### config.mk
export PLATFORM = sky130hd
export DESIGN_NAME = idle_demote
export DESIGN_NICKNAME = d
export VERILOG_FILES = /design/src/rtl/idle_demote_pkg.sv /design/src/rtl/idle_demote_cfg.sv /design/src/rtl/idle_demote_resid.sv /design/src/rtl/idle_demote_policy.sv /design/src/rtl/idle_demote.sv
export SDC_FILE = /design/constraint.sdc
export NUM_CORES = 1
export LEC_CHECK = 0
export BUFFER_PORTS_ARGS = -buffer_cell sky130_fd_sc_hd__buf_2
export CAP_MARGIN = 5
export CORE_ASPECT_RATIO = 1.5
export CORE_MARGIN = 2
export CORE_UTILIZATION = 38
export CTS_CLUSTER_SIZE = 14
export DETAILED_ROUTE_END_ITERATION = 10
export PLACE_DENSITY = 0.67
export SYNTH_ARGS = -nofsm -noshare
export SYNTH_HDL_FRONTEND = slang
export SYNTH_HIERARCHICAL = 1
export SYNTH_SLANG_ARGS = --single-unit
### constraint.sdc
create_clock -name clk_i -period 4.3 [get_ports clk_i]
set_input_delay 1.29 -clock clk_i [delete_from_list [all_inputs] [get_ports clk_i]]
set_output_delay 1.29 -clock clk_i [all_outputs]
set_load 0.02 [all_outputs]
### src/rtl/idle_demote_pkg.sv
package idle_demote_pkg;
  typedef enum logic [1:0] {
    DEPTH_ACTIVE = 2'd0,
    DEPTH_HALT   = 2'd1,
    DEPTH_STOP   = 2'd2,
    DEPTH_GATE   = 2'd3
  } depth_e;

  localparam logic [1:0] CFG_ADDR_EN      = 2'd0;
  localparam logic [1:0] CFG_ADDR_THR_MID = 2'd1;
  localparam logic [1:0] CFG_ADDR_THR_LOW = 2'd2;
endpackage

### src/rtl/idle_demote_cfg.sv
module idle_demote_cfg
  import idle_demote_pkg::*;
#(
  parameter int CNT_W  = 16,
  parameter int DATA_W = 32
) (
  input  logic              clk_i,
  input  logic              rst_ni,
  input  logic              we_i,
  input  logic [1:0]        addr_i,
  input  logic [DATA_W-1:0] wdata_i,
  output logic              en_mid_o,
  output logic              en_low_o,
  output logic [CNT_W-1:0]  thr_mid_o,
  output logic [CNT_W-1:0]  thr_low_o
);
  always_ff @(posedge clk_i or negedge rst_ni) begin
    if (!rst_ni) begin
      en_mid_o  <= 1'b0;
      en_low_o  <= 1'b0;
      thr_mid_o <= '0;
      thr_low_o <= '0;
    end else if (we_i) begin
      unique case (addr_i)
        CFG_ADDR_EN: begin
          en_mid_o <= wdata_i[0];
          en_low_o <= wdata_i[1];
        end
        CFG_ADDR_THR_MID: thr_mid_o <= wdata_i[CNT_W-1:0];
        CFG_ADDR_THR_LOW: thr_low_o <= wdata_i[CNT_W-1:0];
        default: ;
      endcase
    end
  end


  enables_written_chk: assert property (@(posedge clk_i) disable iff (!rst_ni)
    we_i && addr_i == CFG_ADDR_EN |=> en_mid_o == $past(wdata_i[0]) && en_low_o == $past(wdata_i[1]));
endmodule

### src/rtl/idle_demote_resid.sv
module idle_demote_resid #(
  parameter int CNT_W = 16
) (
  input  logic             clk_i,
  input  logic             rst_ni,
  input  logic             deep_i,
  output logic [CNT_W-1:0] count_o
);
  localparam logic [CNT_W-1:0] CNT_MAX = {CNT_W{1'b1}};

  logic prev_q;

  always_ff @(posedge clk_i or negedge rst_ni) begin
    if (!rst_ni) begin
      prev_q  <= 1'b0;
      count_o <= '0;
    end else begin
      prev_q <= deep_i;
      if (deep_i && !prev_q)        count_o <= CNT_W'(1);
      else if (deep_i && count_o != CNT_MAX) count_o <= count_o + 1'b1;
    end
  end


  episode_start_chk: assert property (@(posedge clk_i) disable iff (!rst_ni)
    $rose(deep_i) |=> count_o == CNT_W'(1));

  idle_hold_chk: assert property (@(posedge clk_i) disable iff (!rst_ni)
    !deep_i |=> $stable(count_o));

  saturate_chk: assert property (@(posedge clk_i) disable iff (!rst_ni)
    deep_i && prev_q && count_o == CNT_MAX |=> count_o == CNT_MAX);
endmodule

### src/rtl/idle_demote_policy.sv
module idle_demote_policy
  import idle_demote_pkg::*;
#(
  parameter int CNT_W = 16
) (
  input  logic             clk_i,
  input  logic             rst_ni,
  input  logic             req_valid_i,
  input  depth_e           req_depth_i,
  input  logic [CNT_W-1:0] resid_i,
  input  logic             en_mid_i,
  input  logic             en_low_i,
  input  logic [CNT_W-1:0] thr_mid_i,
  input  logic [CNT_W-1:0] thr_low_i,
  output logic             grant_valid_o,
  output depth_e           grant_depth_o,
  output logic             demoted_o
);
  logic   below_low, below_mid;
  depth_e decided;

  assign below_low = en_low_i && (resid_i < thr_low_i);
  assign below_mid = en_mid_i && (resid_i < thr_mid_i);

  always_comb begin
    decided = req_depth_i;
    unique case (req_depth_i)
      DEPTH_GATE: if (below_low) decided = DEPTH_HALT;
                  else if (below_mid) decided = DEPTH_STOP;
      DEPTH_STOP: if (below_low) decided = DEPTH_HALT;
      default: ;
    endcase
  end

  always_ff @(posedge clk_i or negedge rst_ni) begin
    if (!rst_ni) begin
      grant_valid_o <= 1'b0;
      grant_depth_o <= DEPTH_ACTIVE;
      demoted_o     <= 1'b0;
    end else begin
      grant_valid_o <= req_valid_i;
      demoted_o     <= req_valid_i && (decided != req_depth_i);
      if (req_valid_i) grant_depth_o <= decided;
    end
  end


  flag_needs_grant_chk: assert property (@(posedge clk_i) disable iff (!rst_ni)
    demoted_o |-> grant_valid_o);

  shallow_pass_chk: assert property (@(posedge clk_i) disable iff (!rst_ni)
    req_valid_i && req_depth_i <= DEPTH_HALT |=> grant_depth_o == $past(req_depth_i) && !demoted_o);

  disabled_pass_chk: assert property (@(posedge clk_i) disable iff (!rst_ni)
    req_valid_i && !en_mid_i && !en_low_i |=> !demoted_o);

  never_deeper_chk: assert property (@(posedge clk_i) disable iff (!rst_ni)
    req_valid_i |=> grant_depth_o <= $past(req_depth_i));

  halt_priority_chk: assert property (@(posedge clk_i) disable iff (!rst_ni)
    req_valid_i && req_depth_i >= DEPTH_STOP && en_low_i && resid_i < thr_low_i
    |=> grant_depth_o == DEPTH_HALT);
endmodule

### src/rtl/idle_demote.sv
module idle_demote
  import idle_demote_pkg::*;
#(
  parameter int CNT_W  = 16,
  parameter int DATA_W = 32
) (
  input  logic              clk_i,
  input  logic              rst_ni,
  input  logic              cfg_we_i,
  input  logic [1:0]        cfg_addr_i,
  input  logic [DATA_W-1:0] cfg_wdata_i,
  input  logic              req_valid_i,
  input  logic [1:0]        req_depth_i,
  input  logic              resident_deep_i,
  output logic              grant_valid_o,
  output logic [1:0]        grant_depth_o,
  output logic              demoted_o
);
  logic             en_mid, en_low;
  logic [CNT_W-1:0] thr_mid, thr_low, resid;
  depth_e           grant_depth;

  idle_demote_cfg #(.CNT_W(CNT_W), .DATA_W(DATA_W)) u_cfg (
    .clk_i     (clk_i),
    .rst_ni    (rst_ni),
    .we_i      (cfg_we_i),
    .addr_i    (cfg_addr_i),
    .wdata_i   (cfg_wdata_i),
    .en_mid_o  (en_mid),
    .en_low_o  (en_low),
    .thr_mid_o (thr_mid),
    .thr_low_o (thr_low)
  );

  idle_demote_resid #(.CNT_W(CNT_W)) u_resid (
    .clk_i   (clk_i),
    .rst_ni  (rst_ni),
    .deep_i  (resident_deep_i),
    .count_o (resid)
  );

  idle_demote_policy #(.CNT_W(CNT_W)) u_policy (
    .clk_i         (clk_i),
    .rst_ni        (rst_ni),
    .req_valid_i   (req_valid_i),
    .req_depth_i   (depth_e'(req_depth_i)),
    .resid_i       (resid),
    .en_mid_i      (en_mid),
    .en_low_i      (en_low),
    .thr_mid_i     (thr_mid),
    .thr_low_i     (thr_low),
    .grant_valid_o (grant_valid_o),
    .grant_depth_o (grant_depth),
    .demoted_o     (demoted_o)
  );

  assign grant_depth_o = grant_depth;


  grant_follows_req_chk: assert property (@(posedge clk_i) disable iff (!rst_ni)
    req_valid_i |=> grant_valid_o);

  reset_quiet_chk: assert property (@(posedge clk_i)
    !rst_ni |=> !grant_valid_o && !demoted_o);
endmodule

==> impl_metrics.yaml <==
status:
  status: "completed"
logic_synthesis:
  synth_cells: 301
  async_reset_ff_frac: 1.000
  syn-num-nets: 373
  syn_avg_cell_area_sq_um: 10.84
  yosysTopAreaCell: "dfrtp_1"
  synth_edf_count: 0
  yosys.area.top_type_share: 0.4219
  syn_area_sq_um: 3262
  yosysWarnings: 6
  ys_seq_elements: 55
  ys_types: 48
  synthFlopType: "dfrtp_1"
  yosysSeqAreaShare: 0.4219
  synth_area_leaders: "dfrtp_1 42%, ha_1 12%, mux2_4 9.2%"
critical_path:
  worstPathArrival_ns: 2.70
  cp_max_fo: 12
  cp-end-kind: "register"
  cp-start-kind: "register"
  critPathKind: "reg -> reg"
  critPathRequiredTime_ns: 4.48
  path_cells: "ha_1 -> nand3_2 -> or4_4 -> o31ai_4 -> mux2_2"
  crit_family: "simple AND/OR/NAND/NOR gates"
  cp_num_buf_inv: 0
  slowest_stage: "or4_4"
  max_stage_delay_ns: 0.62
floorplan:
  die_h_um: 117.5
  coreArea_sq_um: 8362
  ioPinCount: 45
  dieArea_sq_um: 9356
  fp.dieW_um: 79.65
  start_util: 0.3901
  core.rowCount: 41
grt:
  grt_usage: 0.1580
  antenna_found_initial: 0
  grt-ovfl-total: 0
  grt_first_pass_wirelength_mm: 11.65
  grt_max_degree: 41
  grt_pass1_vias: 2361
power:
  power_density_nw_per_um2: 369.3
  combPwrFrac: 0.210
  p_sw_uw: 375.5
  seqPwrFrac: 0.484
  leakage_uw: 0.001799
  switching_share: 0.2798
  vdd.ir_drop.worst_mv: 0.2099
  finalPower_uw: 1342
  internal_power_uw: 966.5
  power_frac_clock: 0.306
timing:
  slew_headroom: 0.4038
  final.period_utilization: 0.5867
  fin_worst_skew_ns: 0.006981
  hold_ws_ns: 0.5019
  period_minus_slack_ns: 2.523
  fmax_ghz: 0.3964
  worstMarginPinSlew_ns: 0.8943
  rsz0062_at_grt: "no"
  setup_tns_ns: 0
  final-hold-violation-count: 0
  setup_viol: 0
  slew_violations: 0
clock_tree:
  clock_latency_ns: 0.30
  ctsResizeCount: 0
  clock-sinks: 55
  cts_tree: "built"
  htreeDepth: 2
  cts-root-buf: "clkbuf_16"
  clkSlewWorstSetupHoldPaths_ns: 0.06
  cts_hold_buf: 0
  cts_setup_buffers: 0
  cts_buffers: 5
  clockBufferDepth: 2
detailed_routing:
  drt_iter0_markers: 142
  via_per_inst: 5.362
  wirelength_mm: 6.737
  wl_per_cell_um: 15.42
  antenna_left: 0
  vias: 2343
  drc_errors: 0
  first_pass_iters: 5
layout:
  area_growth_pct: 11.39
  fin_nets: 402
  final_common_cell: "dfrtp_1"
  multi_input_area_sq_um: 1697
  final_cells: 437
  regArea_sq_um: 1376
  post-route-util: 0.4345
  layout_common_cells: "55 x dfrtp_1, 36 x inv_1, 31 x ha_1"
  fillers: 796
  drive_gt1_frac: 0.2394
  n_antenna_cell: 0
placement:
  gp_congestion: 0.8693
  placed_cells: 430
  port_buffers: 28
  dp_hpwl_mm: 5.026
job:
  cap_viol_max_count: 0
worst_hold_path:
  hp-class: "reg -> reg"
==> final timing paths <==
kind / from / slack (ns) / endpoint / cells after the start
hold / removal: u_cfg/thr_low_o[0] / 0.50 / u_cfg/thr_low_o[0] / 1
setup reg to reg: u_resid/count_o[0] / 1.78 / u_resid/count_o[0] / 5
setup / recovery: u_resid/count_o[0] / 1.78 / u_resid/count_o[0] / 5
max in group asynchronous: rst_ni / 2.41 / u_cfg/thr_low_o[2] / 2
min in group asynchronous: rst_ni / 1.12 / u_cfg/thr_low_o[9] / 1
hold reg to reg: u_cfg/thr_low_o[0] / 0.50 / u_cfg/thr_low_o[0] / 1
==> power groups by stage <==
stage / registers [uW] / logic [uW] / clock network, uW
finish: 650 / 281 / 411
global route: 662 / 327 / 438
global placement: 656 / 271 / 0
floorplan: 642 / 213 / 0
CTS: 651 / 285 / 418
detailed placement: 660 / 282 / 0
==> registers in the layout, indices dropped and copies added, names as in the netlist <==
name	count
u_cfg/thr_mid_o	16
u_policy/grant_depth_o	2
u_cfg/thr_low_o	16
u_resid/prev_q	1
u_policy/demoted_o	1
u_resid/count_o	16
u_cfg/en_mid_o	1
u_policy/grant_valid_o	1
u_cfg/en_low_o	1
==> synthesized netlist by cell type (all sizes together) (4+ instances only) <==
cell    n
dfrtp  55
inv    36
mux2   35
ha     31
o21ai  22
nand2  17
a21oi  13
nand3  12
nor2   11
o31ai   8
buf     5
a31oi   4
nand4   4
nor2b   4
==> metal layers <==
layer	wire, um	global-route usage
met3	186	0.02914
met5	0	0
met2	3443	0.2584
met4	207	0.06573
met1	2899	0.2024
==> metrics by stage <==
| step | setup WS [ns] | instance area, sq um |
|---|---|---|
| 6_report | 1.777 | 3633 |
| 5_1_grt | 1.638 | 3633 |
| 4_1_cts | 1.776 | 3633 |
| 3_5_place_dp | 1.794 | 3490 |
| 3_3_place_gp | 1.814 | 3490 |
| 2_1_floorplan | 2.225 | 3262 |
==> worst reg2reg max path: stages, from the launching register on <==
cell and delay (ns):
dfrtp_1 0.45, ha_1 0.25, nand3_2 0.16, or4_4 0.62
o31ai_4 0.52, mux2_2 0.40
==> logic make-up (layout without fill, tap and decap cells) <==
group / after synthesis / count (layout) / share of synthesized area
compound gates: 62 / 62 / 0.1227
flops: 55 / 55 / 0.4219
mux: 37 / 37 / 0.1500
fa+ha+maj: 31 / 31 / 0.1189
buf+inv: 43 / 72 / 0.05792
simple gates: 73 / 73 / 0.1285
==> layout make-up <==
| class | instances | share of cell area |
|---|---|---|
| Multi-Input combinational cell | 203 | 0.4669 |
| Inverter | 36 | 0.03719 |
| Tap cell | 107 | 0.03685 |
| Sequential cell | 55 | 0.3788 |
| Clock inverter | 1 | 0.001377 |
| Clock buffer | 6 | 0.03822 |
| Timing Repair Buffer | 29 | 0.04063 |
Note: power is estimated with default switching activity, not from simulation.
